`src/rtl/fetch_pkg.sv`:
```
package fetch_pkg;
    localparam int XLEN = 32;

    typedef enum logic [1:0] {
        TGT_BRANCH = 2'b00,
        TGT_JABS   = 2'b01,
        TGT_JREG   = 2'b10,
        TGT_JREG2  = 2'b11
    } tgt_kind_e;

    typedef struct packed {
        logic [XLEN-1:0] pc;
        logic [XLEN-1:0] ir;
        logic [XLEN-1:0] ex_pc;
    } fetch_state_t;
endpackage

```
`src/rtl/fetch_target_gen.sv`:
```
module fetch_target_gen
    import fetch_pkg::*;
#(
    parameter int W        = XLEN,
    parameter int IMM_W    = 16,
    parameter int JIDX_W   = 26,
    parameter int REGION_W = 4
) (
    input  logic [W-1:0]      ex_pc,
    input  logic [JIDX_W-1:0] ex_low,
    input  logic [1:0]        sel,
    input  logic [W-1:0]      reg_target,
    output logic [W-1:0]      target
);
    localparam int SHIFT = 2;
    localparam int EXT_W = W - IMM_W - SHIFT;

    logic [W-1:0] link;
    logic [W-1:0] br_off;
    logic [W-1:0] br_tgt;
    logic [W-1:0] jabs_tgt;

    always_comb begin
        link     = ex_pc + W'(4);
        br_off   = {{EXT_W{ex_low[IMM_W-1]}}, ex_low[IMM_W-1:0], {SHIFT{1'b0}}};
        br_tgt   = link + br_off;
        jabs_tgt = {link[W-1 -: REGION_W], ex_low, {SHIFT{1'b0}}};
        if (sel[1])
            target = reg_target;
        else if (sel[0])
            target = jabs_tgt;
        else
            target = br_tgt;
    end
endmodule

```
`src/rtl/fetch_kill_mux.sv`:
```
module fetch_kill_mux
    import fetch_pkg::*;
#(
    parameter int          W        = XLEN,
    parameter logic [W-1:0] NOP_WORD = '0
) (
    input  logic [W-1:0] fetched,
    input  logic         kill,
    output logic [W-1:0] to_exec
);
    always_comb begin
        to_exec = kill ? NOP_WORD : fetched;
    end
endmodule

```
`src/rtl/fetch_front.sv`:
```
module fetch_front
    import fetch_pkg::*;
#(
    parameter logic [XLEN-1:0] RESET_PC = '0
) (
    input  logic            clk,
    input  logic            rst,
    output logic [XLEN-1:0] fetch_addr,
    input  logic [XLEN-1:0] fetch_word,
    input  logic            redirect_valid,
    input  logic [1:0]      redirect_sel,
    input  logic [XLEN-1:0] reg_target,
    output logic [XLEN-1:0] ex_instr,
    output logic [XLEN-1:0] ex_pc
);
    localparam int JIDX_W = 26;

    fetch_state_t st_d, st_q;
    logic [XLEN-1:0] redirect_tgt;
    logic [XLEN-1:0] word_in;

    fetch_target_gen #(.W(XLEN), .IMM_W(16), .JIDX_W(JIDX_W), .REGION_W(4)) u_tgt (
        .ex_pc      (st_q.ex_pc),
        .ex_low     (st_q.ir[JIDX_W-1:0]),
        .sel        (redirect_sel),
        .reg_target (reg_target),
        .target     (redirect_tgt)
    );

    fetch_kill_mux #(.W(XLEN), .NOP_WORD('0)) u_kill (
        .fetched (fetch_word),
        .kill    (redirect_valid),
        .to_exec (word_in)
    );

    always_comb begin
        st_d       = st_q;
        st_d.ir    = word_in;
        st_d.ex_pc = st_q.pc;
        st_d.pc    = redirect_valid ? redirect_tgt : st_q.pc + XLEN'(4);
    end

    always_ff @(posedge clk) begin
        if (rst) begin
            st_q.pc    <= RESET_PC;
            st_q.ir    <= '0;
            st_q.ex_pc <= '0;
        end else begin
            st_q <= st_d;
        end
    end

    assign fetch_addr = st_q.pc;
    assign ex_instr   = st_q.ir;
    assign ex_pc      = st_q.ex_pc;
endmodule

```
`config.mk`:
```
export PLATFORM = sky130hd
export DESIGN_NAME = fetch_front
export DESIGN_NICKNAME = d
export VERILOG_FILES = /design/src/rtl/fetch_pkg.sv /design/src/rtl/fetch_target_gen.sv /design/src/rtl/fetch_kill_mux.sv /design/src/rtl/fetch_front.sv
export SDC_FILE = /design/constraint.sdc
export NUM_CORES = 1
export LEC_CHECK = 0
export ABC_AREA = 1
export BUFFER_PORTS_ARGS = -buffer_cell sky130_fd_sc_hd__buf_4
export CORE_MARGIN = 5
export CORE_UTILIZATION = 43
export DETAILED_ROUTE_END_ITERATION = 6
export PLACE_DENSITY = 0.69
export SYNTH_ARGS = -nofsm -noshare
export SYNTH_HDL_FRONTEND = slang
export SYNTH_SLANG_ARGS = --single-unit
```
`constraint.sdc`:
```
create_clock -name clk -period 2.89 [get_ports clk]
set_clock_uncertainty 0.2 [all_clocks]
set_input_delay 0.1445 -clock clk [delete_from_list [all_inputs] [get_ports clk]]
set_output_delay 0.1445 -clock clk [all_outputs]
set_load 0.03 [all_outputs]
```
Yosys cells after proc, flatten, opt, wreduce, memory -nomap -nowiden
Index checks and enable logic that the tools add are counted.
{"block": "totals", "ff_bits": 96, "output_inout_bits": 96, "word_cells": 10, "input_bits": 69}
{"block": "op_classes", "reduce_logical": 1, "addsub": 3, "n_mux": 3}
{"cell": "$mux 32", "count": 3}
{"cell": "$add 32x3->32 const B", "count": 2}
{"cell": "$add 32x32->32", "count": 1}
{"cell": "$reduce_or 2->1", "count": 1}

Logic depth before layout (Yosys ltp)
Gate-level depths: netlist of run 1.
{"block": "logic_depth", "word_depth": 5, "mapped_depth": 24, "mapped_depth_nobuf": 24}

Modules after synthesis
A second synthesis of run 1 with hierarchy kept.
{"block": "unflattened", "cells_unflattened": 1307, "hier_area_um2": 7813.7}
{"module": "fetch_front", "seq_area_each_um2": 1921.8, "area_each_um2": 4018.9, "instances": 1, "cells_per_inst": 552}
{"module": "fetch_target_gen", "seq_area_each_um2": 0.0, "area_each_um2": 3520.9, "instances": 1, "cells_per_inst": 688}
{"module": "fetch_kill_mux", "seq_area_each_um2": 0.0, "area_each_um2": 274.0, "instances": 1, "cells_per_inst": 67}

Worst setup path before layout of run 1
No wires, ideal clock.
{"block": "synth_path", "path_kind": "reg-to-reg", "from": "register, netlist name ex_pc[3]", "to": "register st_q (netlist bit fetch_addr[26])", "arrival_time_ns": 2.910, "setup_time_ns": 0.132, "slack_ns": -0.352, "synth_period_minus_slack_ns": 3.242, "n_path_buf": 0, "required_ns": 2.558, "stages_incl_launch_ff": 19, "path_cell_list": "dfxtp_1 ha_1 nand2_1 inv_1 nand2_1 nor4_1 nand4_1 xnor2_1 ha_1 inv_1 nor3_1 and2_1 nand3_1 nand3_1 nand2_1 nand3_1 nand2_1 nand2_1 a21oi_1"}
{"block": "synth_between", "elab_chain_cells": 5}
{"item": "$add 32x3->32", "line_no": "fetch_target_gen.sv:24", "rtl": "link = ex_pc + W'(4);"}
{"item": "$add 32x32->32", "line_no": "fetch_target_gen.sv:26", "rtl": "br_tgt = link + br_off;"}
{"item": "$mux 32", "line_no": "fetch_target_gen.sv:30", "rtl": "else if (sel[0])"}
{"item": "$mux 32", "line_no": "fetch_target_gen.sv:28", "rtl": "if (sel[1])"}
{"item": "$mux 32", "line_no": "fetch_front.sv:40", "rtl": "st_d.pc = redirect_valid ? redirect_tgt : st_q.pc + XLEN'(4);"}
{"item": "end signal, assigned", "line_no": "fetch_front.sv:49", "rtl": "st_q <= st_d;"}
{"item": "end, declared", "line_no": "fetch_front.sv:18", "rtl": "fetch_state_t st_d, st_q;"}
No other way between the ends.
A chain may end at the register's enable or synchronous reset.

Worst setup path after layout of run 1
{"block": "layout_path", "from": "register, netlist name ex_pc[2]", "to": "register st_q (netlist bit fetch_addr[15])"}
{"block": "layout_between", "elab_chain_cells": 5}
{"item": "$add 32x3->32", "line_no": "fetch_target_gen.sv:24"}
{"item": "$add 32x32->32", "line_no": "fetch_target_gen.sv:26"}
{"item": "$mux 32", "line_no": "fetch_target_gen.sv:30"}
{"item": "$mux 32", "line_no": "fetch_target_gen.sv:28"}
{"item": "$mux 32", "line_no": "fetch_front.sv:40"}
No other way between the ends.

==> key figures, run 1 <==
Cells and area
  • Leading cell type in the layout, fill and taps excluded: sky130_fd_sc_hd__buf_4
  • Number of inserted diodes: 0
  • Layout Nets: 1570
  • Area growth from synthesis to layout: 58.9%
  • Commonest non-fill, non-tap cells in the layout: sky130_fd_sc_hd__buf_4 (296), sky130_fd_sc_hd__nand2_1 (246), sky130_fd_sc_hd__nor2_1 (145)
  • Fraction of layout cells with a size suffix above 1: 37.6%
  • Final Instance Count excl. Fillers: 1689

Critical path
  • Slowest cell delay on critical path: 0.38 ns
  • Worst EP arrival: between 3 and 4 ns
  • Kind of start point of the critical path: register
  • Top fanout value on the critical path: 5
  • Critical path type: reg -> reg
  • Data required time of the worst path: 2.97 ns
  • Crit path from: ex_pc[2]
  • R2R depth: 20
  • Cell with the most instances on the worst path: sky130_fd_sc_hd__nand2_2
  • Type of destination of the critical path: register
  • Cell-by-cell listing of the critical path: inv_1 > nor2_4 > nand2_4 > inv_4 > nand2_4 > nor2_4 > buf_12 > xor2_4 > buf_4 > ha_1 > nand2_2 > inv_1 > nand2_1 > nand2_2 > a21oi_2 > nand2_2 > a21oi_1 > o21ai_0 > a21o_1 > a21oi_1
  • Slowest library cell on the worst path: sky130_fd_sc_hd__dfxtp_4
  • Worst reg2reg startpoint: ex_pc[2]

Synth
  • Multiplexer fraction of the synthesized cell area: 0%
  • Xor and xnor area share after synthesis: about 4.8%
  • Post-synthesis share of cell area spent on full adders, half adders and majority gates: under 10%
  • Dominant combinational cell family by area after synthesis: simple AND/OR/NAND/NOR gates
  • Register area share after synthesis: 27.1%
  • Net count after synthesis: ~1300
  • Register bit total from synthesis: 96
  • Synth Area in Compound Gates: 10.7%
  • Mapped Area: 7080 um^2
  • Syn. warnings: 0
  • Gate count of the mapped netlist: 1148
  • Per-instance average area after synthesis: 6.17 um^2
  • Count of unique library cells instantiated by Yosys: 39
  • Basic-gate share of the synthesized area counting and, or, nand and nor cells: between 30% and 40%

Flow run
  • Number of max-cap violations: 0

Placement
  • Detail Placement HPWL: ~20 mm
  • Post-Place Cells: 1597
  • GPL Wtd Cong: 0.930
  • Number of input and output port buffers inserted: between 150 and 200

Power
  • Leakage component of the power: 5.61 nW
  • Maximum resistive drop on vdd: about 280 uV
  • Post-layout total power: 3.75 mW
  • Power per standard cell area: 333 nW/um^2

Min path
  • Startpoint of the most critical hold path: reg_target[9]
  • HP Class: in -> reg
  • WHS Path Cells: 5

Clock tree
  • Clock tree from TritonCTS: built
  • Post-CTS clock slew at the launch and capture registers of the worst setup and hold paths: around 0.07 ns
  • Longest Clk Path Bufs: 2
  • Sink Count: 96
  • Clock latency at the later pin of the worst-skew pair: 0.36 ns
  • CTS H-Tree Depth: 3
  • Total CTS buffers: 9
  • Root buffer selected by CTS: sky130_fd_sc_hd__clkbuf_16

Die
  • Die boundary height: 138 um
  • Horizontal die dimension: 138 um
  • Initial standard-cell utilization of the core: 43.3%
  • Area of the core region: 16300 um^2
  • Die area: 19100 um^2
  • FP Rows: 47
  • Ports: 165

Timing
  • Final Hold Slack: between 0.003 and 0.004 ns
  • Min cycle time layout: 3.18 ns
  • Final Cycle Share: 110%
  • Setup Viol. Count Final: 24
  • Final count of hold timing violations: 0
  • Final Slew Violations: 0
  • Setup WS post-layout: -0.294 ns
  • Setup repair after global routing missed its margin: yes
  • Slew at the pin closest to its max-slew limit: around 0.67 ns
  • Worst relative slew slack: 55.4%
  • Achievable clock frequency: around 0.31 GHz

Routing
  • Number of vias per cell after detailed routing: 5.30
  • Final ANT Viol Nets: 0
  • Total detailed-routing wirelength: ~30 mm
  • DRC errors left: 0
  • Initial drt markers: 919
  • Routed via count: 8956
  • Pre-Repair DR Iteration Count: 6
  • Routed wirelength normalized by instance count: 17.5 um

Global routing
  • Wire length of the first global-routing pass: approximately 43 mm
  • Sum of overflow across all layers after global routing: 0
  • Overall track demand over capacity in global routing: 27.9%
  • Number of global-route vias before repair: 8318
  • Number of antenna violations at the first check in global routing: 1
  • Largest net degree at the start of global routing: 53

Run status
  • Violations in the final reports: setup timing
  • Result of the run: complete, but fails checks
## synthesized netlist by cell type (all sizes together)
cell / count / share of area (%)
nand3b: 8 / 0.85
o21ai: 43 / 3.1
nor4: 6 / 0.53
o211ai: 6 / 0.64
o22ai: 3 / 0.27
nor2: 184 / 11
a221oi: 1 / 0.12
nand4: 12 / 1.1
nand3: 80 / 5.9
clkinv: 1 / 0.053
o21bai: 4 / 0.42
dfxtp: 96 / 27
and2: 4 / 0.35
a31oi: 1 / 0.088
nor3: 14 / 1.1
o31ai: 1 / 0.11
a21oi: 74 / 5.2
clkbuf: 19 / 1.0
a21o: 4 / 0.42
xnor2: 19 / 2.4
o21a: 2 / 0.21
o221ai: 1 / 0.12
ha: 36 / 6.4
fa: 1 / 0.28
or2: 2 / 0.18
nand2: 307 / 17
buf: 39 / 3.9
xor2: 20 / 2.5
inv: 160 / 8.5
## report_power, final
part | switching (mW) | internal, mW
combinational | 0.571 | 0.441
sequential | 0.0750 | 1.39
clock | 0.568 | 0.702
## metrics by stage
stage / util (%) / TNS [ns] / setup slack [ns] / cell area (um^2)
after global placement: 56.5 / -4.67 / -0.391 / 9240
after CTS: 65.1 / -0.956 / -0.116 / 10700
after global routing: 68.8 / -7.12 / -0.428 / 11200
after floorplan: - / 0 / 0.0157 / 7150
after detailed placement: 56.5 / -5.33 / -0.426 / 9240
final: 68.8 / -3.41 / -0.294 / 11200
## worst paths after layout
check | to | slack, ns
worst max-delay path | fetch_addr[15] | -0.29
worst min-delay path | fetch_addr[9] | 0.003
worst max register to register | fetch_addr[15] | -0.29
worst min register to register | ex_pc[6] | 0.25
## what timing repair did
item / CTS / global route
hold buffers: 54 / 0
endpoints found under the hold margin: 57 / 0
pin swaps: 64 / 56
setup buffers: 15 / 7
endpoints found under the setup margin: 22 / 26
resized for setup: 116 / 125
## per-layer routing
layer / part of all wire [%] / GRT usage, %
met4: 4.5 / 9.05
met5: 0.047 / 0
met3: 8.5 / 4.25
met2: 48 / 47.9
met1: 39 / 36.1
## layout make-up
type	instances	area [um^2]
fill	1336	5100
clock inverter	4	52.6
timing repair buffer	363	2930
clock buffer	12	246
tap	220	275
inverter	161	612
sequential	96	1950
multi-input combinational	833	5190
## worst max-delay path, delay by kind of cell (launching register included)
kind,cells,cell delay [ns]
buf+inv,5,0.50
xor+xnor,1,0.18
flops,1,0.38
fa+ha+maj,1,0.24
compound gates,5,0.74
simple gates,8,0.86
## cells by family after synthesis
family | Yosys count
simple gates | 617
buf+inv | 219
compound gates | 140
flops | 96
xor+xnor | 39
fa+ha+maj | 37
## state kept, by name, summed over array words and instances, names as in the netlist
name        flops
ex_pc          32
fetch_addr     32
ex_instr       32
No activity file was read; power rests on OpenSTA's default activity.
==> run 2, diff against run 1 <==
--- a/config.mk
+++ b/config.mk
@@ -10,7 +10,9 @@
 export CORE_MARGIN = 5
 export CORE_UTILIZATION = 43
 export DETAILED_ROUTE_END_ITERATION = 6
-export PLACE_DENSITY = 0.69
+export PLACE_DENSITY = 0.68
+export SKIP_LAST_GASP = 1
 export SYNTH_ARGS = -nofsm -noshare
 export SYNTH_HDL_FRONTEND = slang
+export SYNTH_HIERARCHICAL = 1
 export SYNTH_SLANG_ARGS = --single-unit
==> run 2 against run 1 <==
Against the previous run: global-route usage decreased by 0.31 points; the run still ends with setup timing left; worst hold slack improved by 0.0080 ns; sequential share of layout area decreased by 0.83 points; synthesized area increased by 10%; sequential power about the same; total power increased by 0.58%; flip-flop and latch count unchanged; synthesized cell count increased by 14%.
==> key figures, run 2 <==
Run status
  • Result of the run: complete, but fails checks
  • Violations in the final reports: setup timing

Routing
  • Total detailed-routing wirelength: ~30 mm
  • Routed via count: 9221
  • DRC errors left: 0
  • Initial drt markers: about 540
  • Number of vias per cell after detailed routing: 4.92
  • Routed wirelength normalized by instance count: around 16 um
  • Final ANT Viol Nets: 0
  • Pre-Repair DR Iteration Count: 5

Timing
  • Setup Viol. Count Final: 25
  • Final count of hold timing violations: 0
  • Slew at the pin closest to its max-slew limit: 0.913 ns
  • Setup repair after global routing missed its margin: yes
  • Min cycle time layout: 3.31 ns
  • Final Cycle Share: 115%
  • Worst relative slew slack: 39.1%
  • Achievable clock frequency: 0.302 GHz
  • Final Slew Violations: 0
  • Setup WS post-layout: -0.425 ns

Synth
  • Net count after synthesis: 1413
  • Post-synth top flop: sky130_fd_sc_hd__dfxtp_1
  • Count leader, synth: sky130_fd_sc_hd__nand2_1
  • Fraction of post-synthesis cell area in the top cell type by area: between 20% and 30%
  • Register area share after synthesis: 24.6%
  • List of most frequent post-synthesis cells: sky130_fd_sc_hd__nand2_1 (344), sky130_fd_sc_hd__nor2_1 (228), sky130_fd_sc_hd__inv_1 (227)
  • Syn. warnings: 6
  • Gate count of the mapped netlist: 1307
  • Count of unique library cells instantiated by Yosys: 39
  • Number of enable flip-flop cells after synthesis: 0
  • Share of flip-flops with an asynchronous set or reset: 0%
  • Mapped Area: 7810 um^2
  • Per-instance average area after synthesis: 5.98 um^2
  • Cell accounting for the most synthesized area: sky130_fd_sc_hd__dfxtp_1
  • Cells taking the most area after synthesis: sky130_fd_sc_hd__dfxtp_1 (25%), sky130_fd_sc_hd__nand2_1 (17%), sky130_fd_sc_hd__nor2_1 (11%)
  • Register bit total from synthesis: 96

Power
  • Post-layout total power: around 3.8 mW
  • Maximum resistive drop on vdd: about 340 uV
  • Power per standard cell area: 316 nW/um^2
  • Leakage component of the power: 6.20 nW

Die
  • Horizontal die dimension: 145 um
  • Ports: 165
  • Die boundary height: approximately 140 um
  • Initial standard-cell utilization of the core: between 40% and 50%
  • Die area: 21000 um^2
  • Area of the core region: 17900 um^2
  • FP Rows: 49

Clock tree
  • CTS H-Tree Depth: 3
  • Clock tree from TritonCTS: built
  • Post-CTS clock slew at the launch and capture registers of the worst setup and hold paths: approximately 0.080 ns
  • Root buffer selected by CTS: sky130_fd_sc_hd__clkbuf_16
  • Longest Clk Path Bufs: 2
  • Total CTS buffers: 9
  • Sink Count: 96
  • Clock latency at the later pin of the worst-skew pair: 0.36 ns

Critical path
  • Kind of start point of the critical path: register
  • Worst EP arrival: 3.43 ns
  • Critical path type: reg -> reg
  • Type of destination of the critical path: register
  • Top fanout value on the critical path: 4
  • Data required time of the worst path: 3.00 ns
  • Flop-to-flop setup slack: -0.42 ns

Placement
  • Number of input and output port buffers inserted: 164
  • Cell area after placement: 10200 um^2
  • Detail Placement HPWL: roughly 23 mm
  • GPL Wtd Cong: 0.953

Flow run
  • Number of max-cap violations: 0

Min path
  • HP Class: in -> reg

Cells and area
  • Fraction of layout cells with a size suffix above 1: 34.6%
  • Total area of multi-input combinational cells: 5530 um^2
  • Fin util: 66.5%
  • Number of inserted diodes: 0
  • Area growth from synthesis to layout: 52.5%
  • Commonest non-fill, non-tap cells in the layout: sky130_fd_sc_hd__buf_4 (339), sky130_fd_sc_hd__nand2_1 (303), sky130_fd_sc_hd__inv_1 (216)
  • Leading cell type in the layout, fill and taps excluded: sky130_fd_sc_hd__buf_4
  • Layout Nets: roughly 1700
  • Seq. cell area: 1960 um^2
  • Design area: 11900 um^2
  • Filler Cell Count: between 1500 and 2000

Global routing
  • Number of antenna violations at the first check in global routing: 0
  • Sum of overflow across all layers after global routing: 0
  • Largest net degree at the start of global routing: 81
  • Overall track demand over capacity in global routing: 27.6%
  • Number of global-route vias before repair: 8837
  • Wire length of the first global-routing pass: roughly 45 mm
## run 2: cell count changes in the layout (fill, tap and decap cells not counted), moves of 7 or more
cell and delta:
sky130_fd_sc_hd__nor2_1 +61, sky130_fd_sc_hd__o21ai_0 -9, sky130_fd_sc_hd__nand3_1 +17, sky130_fd_sc_hd__nand3_2 -10
sky130_fd_sc_hd__a22o_1 +12, sky130_fd_sc_hd__dlygate4sd3_1 -21, sky130_fd_sc_hd__nand2_2 -10, sky130_fd_sc_hd__dfxtp_4 +7
sky130_fd_sc_hd__nand2_1 +57, sky130_fd_sc_hd__o21ai_1 +7, sky130_fd_sc_hd__dfxtp_2 -8, sky130_fd_sc_hd__a21oi_1 -33
sky130_fd_sc_hd__buf_4 +43, sky130_fd_sc_hd__inv_1 +73
## run 2: worst max-delay path: stages, from the launching register on
cell and delay (ns):
sky130_fd_sc_hd__dfxtp_4 0.37, sky130_fd_sc_hd__nand2_2 0.07, sky130_fd_sc_hd__nor2_4 0.19, sky130_fd_sc_hd__nand2_2 0.11, sky130_fd_sc_hd__nor3_4 0.25, sky130_fd_sc_hd__nand3_2 0.10
sky130_fd_sc_hd__nor3_2 0.21, sky130_fd_sc_hd__xnor2_1 0.15, sky130_fd_sc_hd__inv_1 0.11, sky130_fd_sc_hd__ha_4 0.24, sky130_fd_sc_hd__a21oi_4 0.12, sky130_fd_sc_hd__buf_4 0.11
sky130_fd_sc_hd__nor2_1 0.03, sky130_fd_sc_hd__nor2_1 0.15, sky130_fd_sc_hd__nand2_1 0.09, sky130_fd_sc_hd__a21oi_2 0.15, sky130_fd_sc_hd__nand2_1 0.07, sky130_fd_sc_hd__nand2_1 0.05
sky130_fd_sc_hd__nand3_1 0.06, sky130_fd_sc_hd__nand2_1 0.08, sky130_fd_sc_hd__nor2_1 0.05, sky130_fd_sc_hd__nor2_1 0.18, sky130_fd_sc_hd__nand2_1 0.07, sky130_fd_sc_hd__inv_1 0.05
## run 2: per-stage QoR
stage,TNS [ns],setup slack (ns),cells,hold slack (ns)
after floorplan,-0.0218,-0.0218,1307,0.0585
after global placement,-6.98,-0.542,1798,0.231
after detailed placement,-7.33,-0.503,1798,0.236
after CTS,-4.43,-0.312,1863,0.000843
after global routing,-10.35,-0.571,1873,0.0648
final,-6.33,-0.425,1873,0.0113
## run 2: routing by layer
layer | wire (um) | track usage [%] | vias up
met1 | 12000 | 33.8 | 4170
li1 | - | - | 4640
met2 | 13800 | 45.8 | 352
met3 | 2500 | 6.38 | 59
met5 | 0 | 0 | -
met4 | 1430 | 13.1 | 0
## run 2: where the power goes
group / leakage (nW) / switching, mW / total [mW] / internal, mW
Sequential: 0.800 / 0.0905 / 1.48 / 1.39
Combinational: 5.27 / 0.610 / 1.10 / 0.486
Clock: 0.133 / 0.593 / 1.19 / 0.597
## run 2: area by class of cell
type | count | share of cell area [%]
clock buffers | 10 | 1.92
multi-input cells | 919 | 46.4
clock inverters | 6 | 0.441
flip-flops and latches | 96 | 16.5
inverters | 233 | 7.38
well taps | 229 | 2.41
repair buffers | 380 | 25.0
## run 2: repair_timing
item / in CTS / in global routing
setup endpoints to repair: 25 / 25
buffers inserted: 17 / 12
pin swaps: 34 / 62
hold buffers: 33 / 0
hold endpoints to repair: 34 / 0
resized for setup: 104 / 92
## run 2: path summary, 6_finish.rpt
kind,from,endpoint,cells after the start
setup / recovery,ex_pc[3],fetch_addr[28],23
hold reg to reg,fetch_addr[0],ex_pc[0],2
setup reg to reg,ex_pc[3],fetch_addr[28],23
hold / removal,reg_target[0],fetch_addr[0],4
## run 2: cells by family (layout without fill, tap and decap cells)
kind of cell / after synthesis / count (layout) / synth area share [%]
fa+ha+maj: 37 / 37 / 6.02
simple gates: 733 / 733 / 40.5
buf+inv: 292 / 629 / 16.2
flops: 96 / 96 / 24.6
xor+xnor: 40 / 40 / 4.48
compound gates: 109 / 109 / 8.26
